--- config.mk ---
export PLATFORM = sky130hd
export DESIGN_NAME = serase_collect
export DESIGN_NICKNAME = d
export VERILOG_FILES = /design/src/rtl/serase_pkg.sv /design/src/rtl/serase_timer.sv /design/src/rtl/serase_mask.sv /design/src/rtl/serase_collect.sv
export SDC_FILE = /design/constraint.sdc
export NUM_CORES = 1
export LEC_CHECK = 0
export ABC_AREA = 1
export CAP_MARGIN = 20
export CORE_UTILIZATION = 43
export CTS_CLUSTER_SIZE = 25
export DETAILED_ROUTE_END_ITERATION = 16
export DONT_BUFFER_PORTS = 1
export SYNTH_ARGS = -nofsm -noshare
export SYNTH_HDL_FRONTEND = slang
export SYNTH_SLANG_ARGS = --single-unit
--- constraint.sdc ---
create_clock -name clk -period 2.5 [get_ports clk]
set_input_delay 0.25 -clock clk [delete_from_list [all_inputs] [get_ports clk]]
set_output_delay 0.25 -clock clk [all_outputs]
set_load 0.02 [all_outputs]
--- src/rtl/serase_pkg.sv ---
package serase_pkg;
  typedef enum logic [1:0] {
    ST_IDLE   = 2'd0,
    ST_WINDOW = 2'd1,
    ST_ERASE  = 2'd2
  } sew_state_e;
endpackage

--- src/rtl/serase_timer.sv ---
module serase_timer #(
  parameter int WIN_CYC = 8
) (
  input  logic clk,
  input  logic rst_n,
  input  logic load,
  input  logic run,
  output logic expired
);
  localparam int CW = (WIN_CYC < 2) ? 1 : $clog2(WIN_CYC);
  localparam logic [CW-1:0] LOAD_V = CW'(WIN_CYC - 1);

  logic [CW-1:0] cnt_q, cnt_d;
  logic          cnt_en;

  always_comb begin
    cnt_en = load || (run && (cnt_q != '0));
    cnt_d  = cnt_q;
    if (load)        cnt_d = LOAD_V;
    else if (cnt_en) cnt_d = cnt_q - 1'b1;
  end

  always_ff @(posedge clk or negedge rst_n) begin
    if (!rst_n)      cnt_q <= '0;
    else if (cnt_en) cnt_q <= cnt_d;
  end

  assign expired = (cnt_q == '0);

  // the count falls by one per running cycle
  p_count_down_r4: assert property (@(posedge clk) disable iff (!rst_n)
    (run && !load && cnt_q != '0) |=> (cnt_q == $past(cnt_q) - 1'b1));
  // a reload opens a full window
  p_reload_open_r3: assert property (@(posedge clk) disable iff (!rst_n)
    load |=> !expired || (WIN_CYC == 1));
endmodule

--- src/rtl/serase_mask.sv ---
module serase_mask #(
  parameter int NSEC = 16
) (
  input  logic                    clk,
  input  logic                    rst_n,
  input  logic                    add,
  input  logic [$clog2(NSEC)-1:0] sector,
  input  logic                    clr,
  output logic [NSEC-1:0]         mask
);
  localparam int SEC_W = $clog2(NSEC);

  logic [NSEC-1:0] set_vec, mask_d, mask_q;
  logic            mask_en;

  for (genvar i = 0; i < NSEC; i++) begin : g_bit
    assign set_vec[i] = add && (sector == SEC_W'(i));
  end

  always_comb begin
    mask_en = add || clr;
    mask_d  = clr ? '0 : (mask_q | set_vec);
  end

  always_ff @(posedge clk or negedge rst_n) begin
    if (!rst_n)       mask_q <= '0;
    else if (mask_en) mask_q <= mask_d;
  end

  assign mask = mask_q;

  // a clear empties the set
  p_clear_r8: assert property (@(posedge clk) disable iff (!rst_n)
    clr |=> (mask == '0));
  // without a clear no bit is ever lost
  p_grow_only_r3: assert property (@(posedge clk) disable iff (!rst_n)
    !clr |=> ((mask & $past(mask)) == $past(mask)));
endmodule

--- src/rtl/serase_collect.sv ---
module serase_collect
  import serase_pkg::*;
#(
  parameter int NSEC    = 16,
  parameter int WIN_CYC = 8,
  localparam int SEC_W  = $clog2(NSEC)
) (
  input  logic             clk,
  input  logic             rst_n,
  input  logic             cmd_vld,
  input  logic             cmd_is_erase,
  input  logic [SEC_W-1:0] cmd_sector,
  input  logic             erase_done,
  output logic [NSEC-1:0]  pend_mask,
  output logic             erase_start,
  output logic             timer_status,
  output logic             busy
);
  sew_state_e st_q, st_d;
  logic accept, abort, fire, clr, expired;
  logic start_q;

  always_comb begin
    accept = cmd_vld && cmd_is_erase && (st_q != ST_ERASE);
    abort  = cmd_vld && !cmd_is_erase && (st_q == ST_WINDOW);
    fire   = (st_q == ST_WINDOW) && !cmd_vld && expired;
    clr    = abort || ((st_q == ST_ERASE) && erase_done);
    st_d   = st_q;
    unique case (st_q)
      ST_IDLE:   if (accept) st_d = ST_WINDOW;
      ST_WINDOW: begin
        if (abort)     st_d = ST_IDLE;
        else if (fire) st_d = ST_ERASE;
      end
      ST_ERASE:  if (erase_done) st_d = ST_IDLE;
      default:   st_d = ST_IDLE;
    endcase
  end

  always_ff @(posedge clk or negedge rst_n) begin
    if (!rst_n) begin
      st_q    <= ST_IDLE;
      start_q <= 1'b0;
    end else begin
      st_q    <= st_d;
      start_q <= fire;
    end
  end

  serase_timer #(.WIN_CYC(WIN_CYC)) u_timer (
    .clk     (clk),
    .rst_n   (rst_n),
    .load    (accept),
    .run     (st_q == ST_WINDOW),
    .expired (expired)
  );

  serase_mask #(.NSEC(NSEC)) u_mask (
    .clk    (clk),
    .rst_n  (rst_n),
    .add    (accept),
    .sector (cmd_sector),
    .clr    (clr),
    .mask   (pend_mask)
  );

  assign erase_start  = start_q;
  assign timer_status = (st_q == ST_ERASE);
  assign busy         = (st_q != ST_IDLE);

  // first request marks its sector and opens the window
  p_accept_r2: assert property (@(posedge clk) disable iff (!rst_n)
    (!busy && cmd_vld && cmd_is_erase) |=>
      (busy && !timer_status && pend_mask[$past(cmd_sector)]));
  // start is a single-cycle pulse
  p_single_pulse_r4: assert property (@(posedge clk) disable iff (!rst_n)
    erase_start |=> !erase_start);
  // status rises only together with the start pulse
  p_status_rise_r4: assert property (@(posedge clk) disable iff (!rst_n)
    $rose(timer_status) |-> erase_start);
  // an erase never starts with an empty set
  p_nonempty_r4: assert property (@(posedge clk) disable iff (!rst_n)
    erase_start |-> (pend_mask != '0));
  // the set is frozen during the erase
  p_hold_r5: assert property (@(posedge clk) disable iff (!rst_n)
    (timer_status && !erase_done) |=> (timer_status && $stable(pend_mask)));
  // a foreign command cancels the batch
  p_abort_r7: assert property (@(posedge clk) disable iff (!rst_n)
    (busy && !timer_status && cmd_vld && !cmd_is_erase) |=>
      (!busy && pend_mask == '0));
endmodule

==> flow_summary.ini <==
[power]
comb_power_share_pct = 30.6
intPower_uw = 599
clockPowerShare_pct = 15.9
power.density_mw_per_mm2 = 810
p_leak_uw = 0.000592
seqPwrFrac_pct = 53.5
p_sw_share_pct = 40.4
peakVddDrop_mv = 0.456
power_switching_uw = 407

[grt]
grt_pass1_vias = 793
antenna_found_initial = 0
grt_overflow = 0
grt_max_degree = 23
grt_pass1_wl_um = 3460
track_usage_pct = 16.5

[cells_and_area]
fin_cells = 177
final_net_count = 160
drive_above_1_share_pct = 15.0
utilization_pct = 49.2
multiInputGateArea_um2 = 490
syn_to_final_growth_pct = 5.42
fillers = 267
diodes = 0
ff_latch_area_um2 = 551

[synthesis]
synth_cell_type_count = 18
ys_warn_count = 0
yosysSeqAreaShare_pct = 46.8
synth_top_area_share_pct = 46.8
synth_area_leader_cell = dfrtp_1
syn_nets = 155
ys_ff_latch = 22
netlist_area_mm2 = 0.00118
syn_inst = 144
syn_area_per_cell_um2 = 8.18
yosys-top-cells-area = dfrtp_1 47%, nand2_1 12%, inv_1 8.3%, nor2_1 6.4%, a21oi_2 6.0%

[setup_path]
critical_path_arrival_ps = 1610
endpoint = u_mask.mask[2]
crit_buf_inv = 1
r2r_slack_ps = 1060
reg2reg_depth = 4
r2r_start = st_q[1]
cp_slowest_cell = o21ai_4
cp-startpoint = st_q[1]
critPathCaptureType = flip-flop
path_max_fanout = 16
cpLargestDelayFamily = compound AO/OA/AOI/OAI gates
path_class = reg2reg
cp_data_required_time_ps = 2660
setup.worst_path.start_class = flip-flop
cp_num_cells = 4
cp_cell_sequence = inv_2, nand2_4, o21ai_4, a21oi_1
max_stage_delay_ps = 520
regToRegEndpoint = u_mask.mask[2]

[placement]
gp_congestion = 0.786
numPortBuffers = 0
placedCellCount = 172
dpl.hpwl_um = 1600
place_ws_ps = 1060

[flow_run]
drv_cap = 0

[timing]
slew_violations = 0
slew_headroom_pct = 58.4
timing.hold.ws_ps = 121
post-route-min-period_ps = 1440
fin_ws_ps = 1060
rsz0062_at_grt = no
worstMarginPinSlew_ps = 621
setup_viol = 0
finalCritPeriodShare_pct = 57.7
fin_skew_ps = 3.82
setup-tns-final_ps = 0
finalHoldViolations = 0
timing.fmax_mhz = 693

[routing]
wl_met1_um = 998
wl_met3_um = 177
ant_nets = 0
route.detailed.drc = 0
drt_wl_total_um = 2130
top_layer_used = met4
drtIter0Drc = 15
wl_met2_um = 938
post_drt_wl_per_cell_um = 12.0
first_pass_iters = 4
viasPerCell = 4.92
num_vias = 870

[clocking]
htree_levels = 1
clk_latency_ps = 300
cts_tree = yes
ctsLongestPathBuffers = 2
clock_sinks = 22
cts-resized-gates = 0
clk_pin_slew_ps = 120
cts.root.buffer_cell = clkbuf_4
cts_inserted_buffers = 3

[floorplanning]
die_h_um = 54.3
die_area_mm2 = 0.00295
coreArea_mm2 = 0.00252
rows = 18
ios = 28
die_w_um = 54.3
initial_core_util_pct = 46.7

[worst_hold_path]
hp-class = in2reg

[outcome]
outcome = finished, final reports clean
-- metal layers --
| layer | vias up | global-route usage [%] |
|---|---|---|
| met2 | 27 | 24.0 |
| met4 | 0 | 6.41 |
| met1 | 398 | 22.9 |
| met5 | - | 0 |
| met3 | 2 | 4.72 |
| li1 | 443 | - |
-- per-stage QoR --
step / total power, uW / cell area [um^2]
after floorplan: 804 / 1180
after global placement: 831 / 1180
after detailed placement: 845 / 1180
after CTS: 1010 / 1220
after global routing: 1090 / 1240
final: 1010 / 1240
-- cell usage after synthesis --
| cell type | number |
|---|---|
| ha_1 | 2 |
| nor2_4 | 2 |
| buf_6 | 1 |
| nor2_1 | 20 |
| a21oi_4 | 2 |
| nand3_1 | 6 |
| buf_12 | 1 |
| o21ai_0 | 2 |
| a21oi_1 | 8 |
| dfrtp_1 | 22 |
| inv_2 | 2 |
| nand4_1 | 1 |
| nand2_4 | 1 |
| nand2_1 | 37 |
| a21oi_2 | 8 |
| inv_1 | 26 |
| or2_2 | 2 |
| o21ai_4 | 1 |
-- worst reg2reg max path, delay by kind of cell, from the launching register on --
kind,cells,cell delay [ps]
flip-flops,1,490
buffers and inverters,1,130
AO/OA/AOI/OAI,2,620
AND/OR/NAND/NOR,1,70
-- registers in the layout, indices dropped and copies added, names as in the netlist --
name,count
u_mask.mask,16
u_timer.cnt_q,3
st_q,2
erase_start,1
-- cell type report --
class / count / share of cell area, %
Inverter: 28 / 8.47
Clock buffer: 3 / 1.81
Tap cell: 30 / 3.02
Timing Repair Buffer: 2 / 2.82
Sequential cell: 22 / 44.4
Multi-Input combinational cell: 92 / 39.5
-- worst min path at each step --
stage,startpoint,endpoint,slack (ps),cells after the start
2_1_floorplan,rst_n,erase_start,-50,0
3_3_place_gp,rst_n,u_mask.mask[9],-40,0
3_5_place_dp,rst_n,u_mask.mask[9],-50,0
4_1_cts,cmd_vld,erase_start,110,2
5_1_grt,cmd_vld,erase_start,120,2
6_report,cmd_vld,erase_start,120,2
-- layout by cell type (no fill, tap or decap), types with 3 or more instances in the layout --
cell	synthesis	final
clkbuf_4	0	3
nand2_1	37	37
a21oi_1	8	8
inv_1	26	26
a21oi_2	8	8
dfrtp_1	22	22
nor2_1	20	20
nand3_1	6	6
-- cell families after synthesis --
family,share of synthesized area [%]
compound gates,14.3
fa+ha+maj,2.13
buf+inv,11.6
flops,46.8
simple gates,25.2
-- what timing repair did --
| action | in CTS | in global routing |
|---|---|---|
| hold buffers | 1 | 0 |
| endpoints found under the hold margin | 22 | 0 |
| buffers inserted | 0 | 0 |
| setup endpoints to repair | 0 | 0 |
-- power groups by stage --
stage | Clock (uW) | Combinational [uW] | Sequential [uW]
final | 160 | 307 | 538
after global routing | 180 | 358 | 552
after CTS | 166 | 309 | 540
after detailed placement | 0 | 300 | 546
after global placement | 0 | 287 | 544
after floorplan | 0 | 271 | 533
Note: power is estimated with default switching activity, not from simulation.
